`src/rtl/sfs_pkg.sv`:
```
package sfs_pkg;
   typedef enum logic [1:0] {
      FM_ICOUNT = 2'd0,
      FM_ROTATE = 2'd1,
      FM_PAIR   = 2'd2,
      FM_QUAD   = 2'd3
   } fetch_mode_e;
endpackage

```
`src/rtl/sfs_occ_ctr.sv`:
```
// Saturating occupancy counter: one increment and two decrements per cycle.
module sfs_occ_ctr #(
   parameter int CNT_W = 6,
   parameter int BUS_W = 4
) (
   input  logic             clk,
   input  logic             rst_n,
   input  logic [BUS_W-1:0] add_i,
   input  logic [BUS_W-1:0] sub_a_i,
   input  logic [BUS_W-1:0] sub_b_i,
   output logic [CNT_W-1:0] cnt_o
);
   localparam int SUM_W = CNT_W + 2;
   localparam logic [SUM_W-1:0] MAX_S = {2'b00, {CNT_W{1'b1}}};

   logic [SUM_W-1:0] up, down, diff;
   logic [CNT_W-1:0] nxt;

   always_comb begin
      up   = SUM_W'(cnt_o) + SUM_W'(add_i);
      down = SUM_W'(sub_a_i) + SUM_W'(sub_b_i);
      diff = up - down;
      if (down >= up)
         nxt = '0;
      else if (diff > MAX_S)
         nxt = {CNT_W{1'b1}};
      else
         nxt = diff[CNT_W-1:0];
   end

   always_ff @(posedge clk) begin
      if (!rst_n) cnt_o <= '0;
      else        cnt_o <= nxt;
   end
endmodule

```
`src/rtl/sfs_wait_ctr.sv`:
```
// Counts consecutive cycles a thread is eligible but not granted.
module sfs_wait_ctr #(
   parameter int WAIT_W = 8
) (
   input  logic              clk,
   input  logic              rst_n,
   input  logic              elig_i,
   input  logic              grant_i,
   output logic [WAIT_W-1:0] wait_o
);
   always_ff @(posedge clk) begin
      if (!rst_n)                wait_o <= '0;
      else if (!elig_i || grant_i) wait_o <= '0;
      else if (wait_o != '1)     wait_o <= wait_o + 1'b1;
   end
endmodule

```
`src/rtl/sfs_picker.sv`:
```
// Combinational thread choice for all four modes.
module sfs_picker
   import sfs_pkg::*;
#(
   parameter int N      = 4,
   parameter int CNT_W  = 6,
   parameter int SLOT_W = 4,
   parameter int FW     = 8
) (
   input  fetch_mode_e          mode_i,
   input  logic [N-1:0]         elig_i,
   input  logic [N-1:0]         starve_i,
   input  logic [N*CNT_W-1:0]   cnt_i,
   input  logic [$clog2(N)-1:0] ptr_i,
   output logic [N-1:0]         grant_o,
   output logic [N*SLOT_W-1:0]  slots_o,
   output logic [$clog2(N)-1:0] lead_o,
   output logic                 valid_o,
   output logic [$clog2(N)-1:0] nxt_ptr_o
);
   localparam int TID_W = $clog2(N);

   logic [TID_W-1:0] ord   [N];
   logic [CNT_W-1:0] cnt_a [N];

   for (genvar i = 0; i < N; i++) begin : g_ord
      assign ord[i]   = ptr_i + TID_W'(i);
      assign cnt_a[i] = cnt_i[i*CNT_W +: CNT_W];
   end

   logic             hit;
   logic [TID_W-1:0] pick, last;
   logic [CNT_W-1:0] best;
   logic [2:0]       quota, taken;
   logic [SLOT_W-1:0] share;

   always_comb begin
      grant_o = '0;
      lead_o  = '0;
      hit     = 1'b0;
      pick    = ptr_i;
      last    = ptr_i;
      best    = '0;
      taken   = '0;
      quota   = 3'd1;
      share   = SLOT_W'(FW);
      case (mode_i)
         FM_PAIR: begin quota = 3'd2; share = SLOT_W'(FW/2); end
         FM_QUAD: begin quota = 3'd4; share = SLOT_W'(FW/4); end
         default: begin quota = 3'd1; share = SLOT_W'(FW);   end
      endcase

      if (mode_i == FM_ICOUNT) begin
         // forced grant for a starving thread wins first
         for (int j = 0; j < N; j++) begin
            if (!hit && elig_i[ord[j]] && starve_i[ord[j]]) begin
               hit  = 1'b1;
               pick = ord[j];
            end
         end
         if (!hit) begin
            for (int j = 0; j < N; j++) begin
               if (elig_i[ord[j]] && (!hit || cnt_a[ord[j]] < best)) begin
                  hit  = 1'b1;
                  best = cnt_a[ord[j]];
                  pick = ord[j];
               end
            end
         end
         if (hit) begin
            grant_o[pick] = 1'b1;
            lead_o        = pick;
            last          = pick;
         end
      end else begin
         for (int j = 0; j < N; j++) begin
            if (elig_i[ord[j]] && taken < quota) begin
               grant_o[ord[j]] = 1'b1;
               if (taken == 3'd0) lead_o = ord[j];
               last  = ord[j];
               taken = taken + 3'd1;
            end
         end
      end
   end

   assign valid_o   = |grant_o;
   assign nxt_ptr_o = valid_o ? last + 1'b1 : ptr_i;

   for (genvar t = 0; t < N; t++) begin : g_slot
      assign slots_o[t*SLOT_W +: SLOT_W] = grant_o[t] ? share : '0;
   end
endmodule

```
`src/rtl/smt_fetch_sel.sv`:
```
module smt_fetch_sel
   import sfs_pkg::*;
#(
   parameter int NUM_THREADS = 4,
   parameter int FETCH_WIDTH = 8,
   parameter int CNT_W       = 6,
   parameter int WAIT_W      = 8
) (
   input  logic                                        clk,
   input  logic                                        rst_n,
   input  logic [1:0]                                  mode_i,
   input  logic [NUM_THREADS-1:0]                      elig_i,
   input  logic [WAIT_W-1:0]                           starve_lim_i,
   input  logic [NUM_THREADS*$clog2(FETCH_WIDTH+1)-1:0] fetch_cnt_i,
   input  logic [NUM_THREADS*$clog2(FETCH_WIDTH+1)-1:0] disp_cnt_i,
   input  logic [NUM_THREADS*$clog2(FETCH_WIDTH+1)-1:0] flush_cnt_i,
   output logic [NUM_THREADS-1:0]                      grant_o,
   output logic [NUM_THREADS*$clog2(FETCH_WIDTH+1)-1:0] slots_o,
   output logic [$clog2(NUM_THREADS)-1:0]              sel_tid_o,
   output logic                                        sel_valid_o,
   output logic [NUM_THREADS*CNT_W-1:0]                icount_o
);
   localparam int BUS_W = $clog2(FETCH_WIDTH + 1);
   localparam int TID_W = $clog2(NUM_THREADS);

   if (NUM_THREADS < 2 || (NUM_THREADS & (NUM_THREADS - 1)) != 0) begin : g_bad_n
      $error("NUM_THREADS must be a power of two of at least 2");
   end
   if (FETCH_WIDTH < 4 || FETCH_WIDTH % 4 != 0) begin : g_bad_fw
      $error("FETCH_WIDTH must be a positive multiple of 4");
   end
   if (BUS_W > CNT_W) begin : g_bad_cnt
      $error("CNT_W must hold at least one full fetch group");
   end
   if (WAIT_W < 1) begin : g_bad_wait
      $error("WAIT_W must be positive");
   end

   fetch_mode_e            mode;
   logic [TID_W-1:0]       ptr_q, nxt_ptr;
   logic [NUM_THREADS-1:0] starving;

   assign mode = fetch_mode_e'(mode_i);

   for (genvar t = 0; t < NUM_THREADS; t++) begin : g_thr
      logic [WAIT_W-1:0] wait_cnt;

      sfs_occ_ctr #(.CNT_W(CNT_W), .BUS_W(BUS_W)) u_occ (
         .clk     (clk),
         .rst_n   (rst_n),
         .add_i   (fetch_cnt_i[t*BUS_W +: BUS_W]),
         .sub_a_i (disp_cnt_i[t*BUS_W +: BUS_W]),
         .sub_b_i (flush_cnt_i[t*BUS_W +: BUS_W]),
         .cnt_o   (icount_o[t*CNT_W +: CNT_W])
      );

      sfs_wait_ctr #(.WAIT_W(WAIT_W)) u_wait (
         .clk     (clk),
         .rst_n   (rst_n),
         .elig_i  (elig_i[t]),
         .grant_i (grant_o[t]),
         .wait_o  (wait_cnt)
      );

      assign starving[t] = (starve_lim_i != '0) && (wait_cnt >= starve_lim_i);
   end

   sfs_picker #(
      .N      (NUM_THREADS),
      .CNT_W  (CNT_W),
      .SLOT_W (BUS_W),
      .FW     (FETCH_WIDTH)
   ) u_pick (
      .mode_i    (mode),
      .elig_i    (elig_i),
      .starve_i  (starving),
      .cnt_i     (icount_o),
      .ptr_i     (ptr_q),
      .grant_o   (grant_o),
      .slots_o   (slots_o),
      .lead_o    (sel_tid_o),
      .valid_o   (sel_valid_o),
      .nxt_ptr_o (nxt_ptr)
   );

   always_ff @(posedge clk) begin
      if (!rst_n) ptr_q <= '0;
      else        ptr_q <= nxt_ptr;
   end
endmodule

```
`config.mk`:
```
export PLATFORM = sky130hd
export DESIGN_NAME = smt_fetch_sel
export DESIGN_NICKNAME = d
export VERILOG_FILES = /design/src/rtl/sfs_pkg.sv /design/src/rtl/sfs_occ_ctr.sv /design/src/rtl/sfs_wait_ctr.sv /design/src/rtl/sfs_picker.sv /design/src/rtl/smt_fetch_sel.sv
export SDC_FILE = /design/constraint.sdc
export NUM_CORES = 1
export LEC_CHECK = 0
export ABC_AREA = 1
export BUFFER_PORTS_ARGS = -buffer_cell sky130_fd_sc_hd__buf_2
export CELL_PAD_IN_SITES_DETAIL_PLACEMENT = 0
export CELL_PAD_IN_SITES_GLOBAL_PLACEMENT = 2
export CORE_UTILIZATION = 32
export CTS_BUF_LIST = sky130_fd_sc_hd__clkbuf_16
export DETAILED_ROUTE_END_ITERATION = 7
export PLACE_DENSITY_LB_ADDON = 0.1
export SYNTH_ARGS = -nofsm -noshare
export SYNTH_HDL_FRONTEND = slang
export SYNTH_SLANG_ARGS = --single-unit
```
`constraint.sdc`:
```
create_clock -name clk -period 10 [get_ports clk]
set_input_delay 2 -clock clk [delete_from_list [all_inputs] [get_ports clk]]
set_output_delay 2 -clock clk [all_outputs]
set_load 0.05 [all_outputs]
```
==> run metrics <==
Reg-to-Reg End g_thr[2].u_wait.wait_o[1]$_SDFFE_PP0P_; hpwl dp around 17000 um; CP Max Fanout 5; R2R setup slack 3010 ps; # hold bufs at CTS 0; DRC viols 0; area delta synth->final 27.2%; WL/cell 13.2 um; worst setup margin 201 ps; core area 0.0226 mm^2; nets approximately 1500; H-tree depth 3; number of synthesized flops with an enable pin 0; I/O pin cnt 111; R2R depth 43; Final Max Tran Viols 0; TritonRoute pass-1 iters 6; worst setup path end slots_o[15]; worst r2r src ptr_q[1]$_SDFFE_PN0P_; footprint of the multi-input gates 0.00576 mm^2; Port Buf Inserts 106; final setup vio count 0; grt ovf 0; Die X 154 um; initial antenna violation count 0; asr flop ratio synth 0; Arr. time, crit path 7800 ps; clk buf depth 2; Cells after Synth 1128; fmax 102 MHz; hold_sp g_thr[0].u_wait.wait_o[0]$_SDFFE_PP0P_; post-place setup slack -204 ps; post-synthesis sequential area ratio 0.158; synth warn 0; number of global-route vias before repair a little under 7000; Worst path max stage delay 330 ps; clk_skew 7.90 ps; worst slew pin tran 787 ps; CTS Sinks 58; Via Count 7300; Antenna diodes 0; die height 154 um; fin crit share 0.980; Final Hold Viols 0; GRT Total Usage 0.178; Synth Cell Area 0.00735 mm^2; post-synth cell types 49; largest net degree at the start of global routing 32; CP Launch Type primary input; first-pass GRT wire length 33500 um; Initial DRC Count 286; drt via density approximately 4.7; hold crit path type register to register; layout cells sized above 1 0.220; slowest stage cell, crit path ha_1; status completed; clk slew on worst S/H paths 50 ps; CTS Buf Count 9; Die Area 0.0236 mm^2; CTS tree built; Post-Syn Area per Cell 6.51 um^2; Rows 55; starting density of the core 0.325; GPL Wtd Cong 0.811; root buffer cell clkbuf_16; clk_lat worst skew 340 ps; Post-DRT Antenna Nets 0; RSZ-0062 raised after global routing true; most used cell, CP nand2_2; Worst EP required ~8000 ps; maxcap violations 0; CP startpoint starve_lim_i[5]; Post-Route WL between 20000 and 25000 um; Setup Crit Path Kind primary input to output port; #FFs+latches synth 58; Slew headroom 0.473; FF/Latch Area between 0.001 and 0.0015 mm^2; prevailing post-synth register cell dfxtp_1; Final min period 9800 ps; Fillers 2462; CP endpoint kind output port
==> state kept, by name, summed over array words and instances (netlist names) <==
name	flops
g_thr.u_occ.cnt_o	24
g_thr.u_wait.wait_o	32
ptr_q	2
==> through the flow <==
stage | utilization | setup TNS [ps] | cell area (um^2) | instances | hold WS [ps]
2_1_floorplan | - | 0 | 7360 | 1131 | 470
3_3_place_gp | 0.373 | -185 | 8420 | 1536 | 493
3_5_place_dp | 0.373 | -2180 | 8420 | 1536 | 496
4_1_cts | 0.388 | 0 | 8750 | 1553 | 507
5_1_grt | 0.414 | -3670 | 9340 | 1564 | 526
6_report | 0.414 | 0 | 9340 | 1564 | 499
==> timing repair <==
| item | 4_1_cts | 5_1_grt |
|---|---|---|
| hold endpoints to repair | 0 | 0 |
| gates cloned | 0 | 2 |
| setup buffers | 1 | 9 |
| pin swaps | 8 | 24 |
| setup endpoints to repair | 16 | 17 |
| resized for setup | 25 | 123 |
==> how the worst min path moves through the flow <==
stage	end	slack [ps]	cells after the start
after floorplan	g_thr[1].u_wait.wait_o[0]$_SDFFE_PP0P_	470	2
after global placement	g_thr[3].u_wait.wait_o[0]$_SDFFE_PP0P_	490	2
after detailed placement	g_thr[3].u_wait.wait_o[0]$_SDFFE_PP0P_	500	2
after CTS	g_thr[3].u_wait.wait_o[0]$_SDFFE_PP0P_	510	2
after global routing	g_thr[2].u_wait.wait_o[0]$_SDFFE_PP0P_	530	2
final	g_thr[0].u_wait.wait_o[0]$_SDFFE_PP0P_	500	2
==> Yosys cell counts (all sizes together) (2+ instances only) <==
library cell	instances	area [um^2]
a211oi	4	30.0
a21oi	71	367
and3	3	18.8
buf	12	77.6
clkbuf	14	52.6
dfxtp	58	1160
fa	12	240
ha	111	1390
inv	198	743
mux2i	3	30.0
nand2	263	1000
nand3	67	388
nand4	17	119
nor2	83	334
nor3	17	95.1
nor4	2	12.5
o211ai	6	45.0
o21a	6	45.0
o21ai	100	512
o21bai	4	45.0
o221ai	3	26.3
o22ai	5	31.3
o31ai	2	15.0
or2	3	18.8
xnor2	22	193
xor2	35	307
==> critical path: cells and delay by family <==
kind                     cells  cell delay (ps)
AO/OA/AOI/OAI               13             1930
adder cells (fa/ha/maj)      4             1210
buffers and inverters        5              580
AND/OR/NAND/NOR             24             2070
==> layer usage <==
layer	track usage	part of all wire
met4	0.0357	0.0071
met2	0.325	0.50
met3	0.0268	0.031
met1	0.219	0.46
met5	0	0
==> layout by cell type, fill, tap and decap left out, drive strengths merged, types with 9 or more instances in the layout <==
cell / Yosys / layout
a21oi: 71 / 71
buf: 12 / 156
clkbuf: 14 / 9
dfxtp: 58 / 58
fa: 12 / 12
ha: 111 / 111
inv: 198 / 197
nand2: 263 / 265
nand3: 67 / 67
nand4: 17 / 17
nor2: 83 / 83
nor3: 17 / 17
o21ai: 100 / 100
xnor2: 22 / 22
xor2: 35 / 35
==> final cells by class <==
class / instances / area share
sequential: 58 / 0.124
inverter: 199 / 0.0809
clock inverter: 7 / 0.00388
timing repair buffer: 156 / 0.112
multi-input combinational: 850 / 0.617
tap: 285 / 0.0382
clock buffer: 9 / 0.0241
==> cells by family after synthesis <==
group	count (synthesis)	synth area share
other	1	0.000510
muxes	3	0.00409
DFF	58	0.158
xor gates and xnor gates	57	0.0680
adders and majority gates	123	0.222
buffers and inverters	225	0.119
AOI/OAI and AO/OA	206	0.157
and+or+nand+nor	455	0.271
Power is not shown: default switching activity piles up to over one toggle a cycle in this logic, so the estimate is an artifact.
